File: src/rtl/pmadd_pkg.sv
package pmadd_pkg;
   // Where the stage-1 register sits.
   typedef enum logic {
      CUT_AFTER_MUL  = 1'b0,  // stage 1 holds products
      CUT_BEFORE_MUL = 1'b1   // stage 1 holds operands
   } cut_e;

   localparam int unsigned DEF_LANE_W = 16;
   localparam int unsigned DEF_LANES  = 4;
endpackage

File: src/rtl/pmadd_lane_mul.sv
module pmadd_lane_mul #(
   parameter int unsigned LANE_W = 16,
   localparam int unsigned PROD_W = 2 * LANE_W
) (
   input  logic [LANE_W-1:0] a_lane,
   input  logic [LANE_W-1:0] b_lane,
   output logic [PROD_W-1:0] prod
);
   logic signed [PROD_W-1:0] a_ext;
   logic signed [PROD_W-1:0] b_ext;

   always_comb begin
      a_ext = PROD_W'($signed(a_lane));
      b_ext = PROD_W'($signed(b_lane));
      prod  = a_ext * b_ext;
   end
endmodule

File: src/rtl/pmadd_pair_add.sv
module pmadd_pair_add #(
   parameter int unsigned SUM_W = 32
) (
   input  logic [SUM_W-1:0] p_hi,
   input  logic [SUM_W-1:0] p_lo,
   output logic [SUM_W-1:0] sum
);
   // Plain modular add: the carry out is dropped on purpose.
   always_comb sum = p_hi + p_lo;
endmodule

File: src/rtl/pmadd_ctrl.sv
module pmadd_ctrl (
   input  logic clk,
   input  logic rst_n,
   input  logic in_valid,
   input  logic out_ready,
   output logic advance,
   output logic s1_valid,
   output logic s2_valid
);
   // The whole pipeline moves together. It stops only when a finished
   // result is waiting and the consumer refuses it.
   always_comb advance = !s2_valid || out_ready;

   always_ff @(posedge clk or negedge rst_n) begin
      if (!rst_n) begin
         s1_valid <= 1'b0;
         s2_valid <= 1'b0;
      end else if (advance) begin
         s1_valid <= in_valid;
         s2_valid <= s1_valid;
      end
   end
endmodule

File: src/rtl/pmadd_unit.sv
module pmadd_unit
   import pmadd_pkg::*;
#(
   parameter int unsigned LANE_W = DEF_LANE_W,
   parameter int unsigned LANES  = DEF_LANES,
   parameter cut_e        CUT    = CUT_AFTER_MUL,
   localparam int unsigned OP_W   = LANE_W * LANES,
   localparam int unsigned PROD_W = 2 * LANE_W,
   localparam int unsigned PAIRS  = LANES / 2,
   localparam int unsigned RES_W  = PAIRS * PROD_W
) (
   input  logic             clk,
   input  logic             rst_n,
   input  logic             in_valid,
   output logic             in_ready,
   input  logic [OP_W-1:0]  op_a,
   input  logic [OP_W-1:0]  op_b,
   output logic             out_valid,
   input  logic             out_ready,
   output logic [RES_W-1:0] result
);
   // Parameter checks at elaboration
   if (LANES < 2 || (LANES % 2) != 0) begin : g_bad_lanes
      $error("pmadd_unit: LANES must be even and at least 2");
   end
   if (LANE_W < 2) begin : g_bad_width
      $error("pmadd_unit: LANE_W must be at least 2");
   end

   logic advance;
   logic s1_valid;
   logic s2_valid;

   pmadd_ctrl ctrl_i (
      .clk      (clk),
      .rst_n    (rst_n),
      .in_valid (in_valid),
      .out_ready(out_ready),
      .advance  (advance),
      .s1_valid (s1_valid),
      .s2_valid (s2_valid)
   );

   // Products seen by the adders, in lane order
   logic [LANES*PROD_W-1:0] prod_use;

   if (CUT == CUT_AFTER_MUL) begin : g_cut_after
      logic [LANES*PROD_W-1:0] prod_now;
      logic [LANES*PROD_W-1:0] prod_q;
      for (genvar k = 0; k < LANES; k++) begin : g_mul
         pmadd_lane_mul #(.LANE_W(LANE_W)) mul_i (
            .a_lane(op_a[k*LANE_W +: LANE_W]),
            .b_lane(op_b[k*LANE_W +: LANE_W]),
            .prod  (prod_now[k*PROD_W +: PROD_W])
         );
      end
      always_ff @(posedge clk or negedge rst_n) begin
         if (!rst_n)       prod_q <= '0;
         else if (advance) prod_q <= prod_now;
      end
      always_comb prod_use = prod_q;
   end else begin : g_cut_before
      logic [OP_W-1:0] a_q;
      logic [OP_W-1:0] b_q;
      always_ff @(posedge clk or negedge rst_n) begin
         if (!rst_n) begin
            a_q <= '0;
            b_q <= '0;
         end else if (advance) begin
            a_q <= op_a;
            b_q <= op_b;
         end
      end
      for (genvar k = 0; k < LANES; k++) begin : g_mul
         pmadd_lane_mul #(.LANE_W(LANE_W)) mul_i (
            .a_lane(a_q[k*LANE_W +: LANE_W]),
            .b_lane(b_q[k*LANE_W +: LANE_W]),
            .prod  (prod_use[k*PROD_W +: PROD_W])
         );
      end
   end

   // Horizontal pairwise add: lanes 2p+1 and 2p feed output lane p
   logic [RES_W-1:0] sum_now;
   logic [RES_W-1:0] res_q;

   for (genvar p = 0; p < PAIRS; p++) begin : g_pair
      pmadd_pair_add #(.SUM_W(PROD_W)) add_i (
         .p_hi(prod_use[(2*p+1)*PROD_W +: PROD_W]),
         .p_lo(prod_use[(2*p)*PROD_W +: PROD_W]),
         .sum (sum_now[p*PROD_W +: PROD_W])
      );
   end

   always_ff @(posedge clk or negedge rst_n) begin
      if (!rst_n)       res_q <= '0;
      else if (advance) res_q <= sum_now;
   end

   always_comb begin
      in_ready  = advance;
      out_valid = s2_valid;
      result    = res_q;
   end


   stall_hold_chk: assert property (@(posedge clk) disable iff (!rst_n)
      (out_valid && !out_ready) |=> (out_valid && $stable(result)));


   accept_lat_chk: assert property (@(posedge clk) disable iff (!rst_n)
      (in_valid && in_ready) ##1 in_ready |=> out_valid);


   bubble_chk: assert property (@(posedge clk) disable iff (!rst_n)
      (!in_valid && in_ready) ##1 in_ready |=> !out_valid);


   reset_idle_chk: assert property (@(posedge clk) disable iff (!rst_n)
      $rose(rst_n) |-> (!out_valid && in_ready));
endmodule

File: config.mk
export PLATFORM = sky130hd
export DESIGN_NAME = pmadd_unit
export DESIGN_NICKNAME = d
export VERILOG_FILES = /design/src/rtl/pmadd_pkg.sv /design/src/rtl/pmadd_lane_mul.sv /design/src/rtl/pmadd_pair_add.sv /design/src/rtl/pmadd_ctrl.sv /design/src/rtl/pmadd_unit.sv
export SDC_FILE = /design/constraint.sdc
export NUM_CORES = 2
export LEC_CHECK = 0
export ABC_AREA = 1
export BUFFER_PORTS_ARGS = -buffer_cell sky130_fd_sc_hd__buf_4
export CELL_PAD_IN_SITES_DETAIL_PLACEMENT = 1
export CELL_PAD_IN_SITES_GLOBAL_PLACEMENT = 2
export CORE_UTILIZATION = 38
export CTS_CLUSTER_SIZE = 12
export DETAILED_ROUTE_END_ITERATION = 8
export PLACE_DENSITY = 0.83
export SYNTH_ARGS = -nofsm -noshare
export SYNTH_HDL_FRONTEND = slang
export SYNTH_HIERARCHICAL = 1
export SYNTH_SLANG_ARGS = --single-unit
File: constraint.sdc
create_clock -name clk -period 2.1 [get_ports clk]
set_input_delay 0.105 -clock clk [delete_from_list [all_inputs] [get_ports clk]]
set_output_delay 0.105 -clock clk [all_outputs]
set_load 0.02 [all_outputs]
# [Word level (Yosys, flattened, before mapping)]
# Cells that the tools add are included.
[word_totals] latchBits=0 n_memories=0 ram_bits=0 regBits=194 romBits=0 input_bits=132 out_inout_bits=66
[classes] n_shift=0 multipliers=4 n_lt_le_gt_ge=0 n_eq_ne=0 addsub=2 n_reduce_logical=2 div=0 bitwise=0 muxes=0
[ops] cell="16-bit by 16-bit multiplier with 32-bit output" count=4
[ops] cell="32-bit adder" count=2
[ops] cell="1-bit logical NOT" count=1
[ops] cell="1-bit logical OR" count=1

# [Longest topological paths before layout]
[logic_depth] depth_word=2 depth_mapped=30

# [Hierarchy]
# The synthesis kept the hierarchy.
[modules_own_cells] module="pmadd_lane_mul at g_cut_after.g_mul[1].mul_i ..." cells_per_inst=1468 n_inst=2 seq_area_each_um2=0.0 area_each_um2=10837.9
[modules_own_cells] module="pmadd_lane_mul at g_cut_after.g_mul[0].mul_i" cells_per_inst=1504 n_inst=1 seq_area_each_um2=0.0 area_each_um2=10990.5
[modules_own_cells] module="pmadd_lane_mul at g_cut_after.g_mul[3].mul_i" cells_per_inst=1425 n_inst=1 seq_area_each_um2=0.0 area_each_um2=10737.8
[modules_own_cells] module="pmadd_unit" cells_per_inst=811 n_inst=1 seq_area_each_um2=4804.6 area_each_um2=7178.1
[modules_own_cells] module="pmadd_pair_add" cells_per_inst=491 n_inst=2 seq_area_each_um2=0.0 area_each_um2=2323.5
[modules_own_cells] module="pmadd_ctrl" cells_per_inst=9 n_inst=1 seq_area_each_um2=50.0 area_each_um2=80.1

# [Worst setup path before layout]
# Ideal clock, no wire load.
[synth_path] path_kind="input-to-reg" start="input op_b[5]" end="register g_cut_after.prod_q[31]" setup_time_ns=0.116 path_stages=25 path_slack_ns=-3.630 required_ns=1.984 n_path_buf=2 arrival_time_ns=5.613 cell_sequence="clkbuf_1 > clkbuf_1 > nand2_1 > fa_1 > inv_1 > fa_1 > inv_1 > fa_1 > inv_1 > fa_1 > fa_1 > inv_1 > fa_1 > inv_1 > ha_1 > nand2_1 > nor3_2 > and2_1 > nand2_1 > inv_1 > nor2_1 > nand2_1 > nand2_1 > nand2_1 > nand2_1"
[synth_between] elab_chain_len=1
[synth_rtl] element="start: declaration" line="pmadd_unit.sv:17" text="input logic [OP_W-1:0] op_b,"
[synth_rtl] element="16-bit by 16-bit multiplier with 32-bit output" line="pmadd_lane_mul.sv:15" text="prod = a_ext * b_ext;"
[synth_rtl] element="via g_cut_after.prod_now[31]" line="pmadd_unit.sv:48" text="logic [LANES*PROD_W-1:0] prod_now;"
[synth_rtl] element="end signal: assignment" line="pmadd_unit.sv:59" text="else if (advance) prod_q <= prod_now;"
[synth_rtl] element="end: declaration" line="pmadd_unit.sv:49" text="logic [LANES*PROD_W-1:0] prod_q;"
# The timed path passes the listed nets, and every way through them passes these cells.
# A chain may end at the register's enable or synchronous reset.

# [Worst setup path in the final report]
[layout_path] start="input op_a[63]" end="register g_cut_after.prod_q[127]"
[layout_between] elab_chain_len=1
[layout_rtl] element="start: declaration" line="pmadd_unit.sv:16" text="input logic [OP_W-1:0] op_a,"
[layout_rtl] element="16-bit by 16-bit multiplier with 32-bit output" line="pmadd_lane_mul.sv:15"
[layout_rtl] element="via g_cut_after.prod_now[127]" line="pmadd_unit.sv:48"
# The timed path passes the listed nets, and every way through them passes these cells.

==> impl_metrics.tcl <==
set metrics [dict create \
    syn_inst 7667 \
    async_reset_ff_frac 1.00 \
    worst_slack_ns -2.54 \
    max_freq_ghz 0.216 \
    die_area_um2 147000 \
    grt_pass1_wl_mm 282 \
    drt_iter0_drc 1634 \
    skew_ns 0.0184 \
    ant_nets 0 \
    slowest_delay_ns 0.64 \
    syn2layout_area_growth_pct 30.9 \
    start_util 0.384 \
    critPathRequiredTime_ns 2.50 \
    synth_cell_types 34 \
    yosysSeqAreaShare 0.0878 \
    clkSlewWorstSetupHoldPaths_ns 0.08 \
    place_congestion 0.871 \
    antenna_found_initial 2 \
    slew_violations 0 \
    crit_path_start_kind "input port" \
    crit_family "adder cells" \
    wl_per_cell_um 17.1 \
    max-slew-margin-rel 0.686 \
    rows 139 \
    post-route-min-period_ns 4.64 \
    insertion_delay_ns 0.50 \
    ctsLongestPathBuffers 2 \
    post-route-period-util 2.21 \
    coreArea_um2 144000 \
    cts_tree "done" \
    cap_violations 0 \
    n_antenna_cell 0 \
    status "complete, but fails checks" \
    grt_pass1_vias 54400 \
    ys.warnings.count 6 \
    finalSetupViolCount 127 \
    cpMaxStageDelayCell "fa_2" \
    drive_gt1_frac 0.266 \
    routed_wl_mm 176 \
    synth_fp_nets 9239 \
    cts.root.buffer_cell "clkbuf_16" \
    critPathArrivalTime_ns 5.03 \
    worst-slew-pin-transition_ns 0.466 \
    hold_path_class "in -> async" \
    ys_ff_latch 194 \
    cts-buffers-inserted 17 \
    syn-mean-instance-area_um2 7.21 \
    whs_ns 0.0546 \
    violations "design-rule violations, negative setup slack" \
    dp_hpwl_mm 151 \
    fin_setup_tns_ns -240.21 \
    cts_sinks 194 \
    boundaryPins 198 \
    die_h_um 384 \
    overflow 0 \
    path_class "in -> reg" \
    portBuffers 197 \
    grt_usage 0.240 \
    via_per_inst 4.70 \
    netlist_area_um2 55300 \
    ys.flop_type "dfrtp_1" \
    reg2reg_slack_ns -0.17 \
    cts_htree_levels 4 \
    final_hold_viol_count 0 \
    dr.pass1.iters 9 \
    critPathCaptureType "register" \
    synth_edf_count 0 \
    rsz0062_at_grt "true" \
    die_x_um 384 \
    crit_top_cell "inv_2" \
    crit_path_max_fanout 5 \
    finalNetCount 9957 \
    crit_buf_inv 7 \
    grt_max_degree 70 \
    drc_errors 17 \
    num_vias 48400 \
]
## per-stage QoR
stage,setup WS [ns],utilization,area (um2),std cells
after floorplan,-2.82,-,60300,7667
after global placement,-3.18,0.461,66300,10100
after detailed placement,-3.30,0.461,66300,10100
after CTS,-2.54,0.479,68900,10200
after global routing,-2.75,0.503,72400,10300
final,-2.54,0.503,72400,10300
## synth_stat cells (12+ instances only)
cell	n	share of area
nand3_1	177	0.016
nand2_1	2617	0.18
xor2_1	100	0.016
buf_2	40	0.0036
nand4_1	54	0.0061
or2_2	12	0.0014
nand2_2	45	0.0051
dfrtp_1	194	0.088
inv_2	28	0.0019
inv_1	2129	0.14
o21bai_1	26	0.0035
nor3_2	16	0.0029
xnor2_1	16	0.0025
nor2_2	30	0.0034
o21ai_0	27	0.0024
fa_1	1050	0.38
nor3_1	26	0.0024
clkbuf_1	236	0.016
ha_1	390	0.088
nand3b_1	12	0.0016
a21oi_1	137	0.012
nor2_1	251	0.017
## cell families (layout without fill, tap and decap cells)
group | after synthesis | in the layout | synth area share
and+or+nand+nor | 3265 | 3265 | 0.238
buffers and inverters | 2436 | 3167 | 0.166
adders and majority gates | 1440 | 1440 | 0.468
xor gates and xnor gates | 116 | 116 | 0.0184
AOI/OAI and AO/OA | 216 | 216 | 0.0216
DFF | 194 | 194 | 0.0878
## registers in the layout, indices dropped and copies added (netlist names)
signal and flops:
ctrl_i/s2_valid 1, ctrl_i/s1_valid 1, g_cut_after.prod_q 128, result 64
## layout by cell type, fill, tap and decap left out, drive strengths merged, types with 2 or more instances in the layout
cell         synthesis  routed
nand2             2662    2662
inv               2157    2165
fa                1050    1050
buf                 42     962
ha                 390     390
nor2               289     289
dfrtp              194     194
nand3              186     186
a21oi              142     142
xor2               100     100
nand4               54      54
nor3                42      42
o21ai               36      36
clkbuf             236      30
o21bai              26      26
xnor2               16      16
or2                 13      13
nand3b              12      12
a21o                 9       9
and2                 6       6
clkinv               1       6
dlygate4sd3          0       3
o21a                 2       2
## path summary, 6_finish.rpt
check                                           to                   start  cells past startpoint
min reg2reg                             result[38]              result[38]                      2
min in group clk            g_cut_after.prod_q[96]                op_b[48]                      6
max                        g_cut_after.prod_q[127]                op_a[63]                     25
max reg2reg                             result[60]  g_cut_after.prod_q[96]                     14
min                                     result[60]                   rst_n                      2
max in group asynchronous   g_cut_after.prod_q[28]                   rst_n                      3
## final cells by class
cell class                      count  area, um2
Tap cell                         1903       2380
Inverter                         2158       8200
Clock buffer                       18        439
Sequential cell                   194       4850
Timing Repair Buffer              977       9370
Fill cell                       17500      71600
Clock inverter                     14        181
Multi-Input combinational cell   5037      46900
## layer usage
metal,share of wire,global-route usage
met1,0.44,0.314
met3,0.023,0.0144
met2,0.52,0.435
met4,0.019,0.0517
met5,0,0
## repair_timing
| action | 4_1_cts | 5_1_grt |
|---|---|---|
| endpoints found under the hold margin | 195 | 0 |
| pin swaps | 298 | 462 |
| gates cloned | 4 | 11 |
| hold buffers | 3 | 0 |
| buffers inserted | 39 | 80 |
| gates resized for setup | 422 | 721 |
| setup endpoints to repair | 127 | 150 |
Power is left out: the tool's default activity adds up to more than one toggle a clock period on the data nets, which glitch-free logic cannot reach.
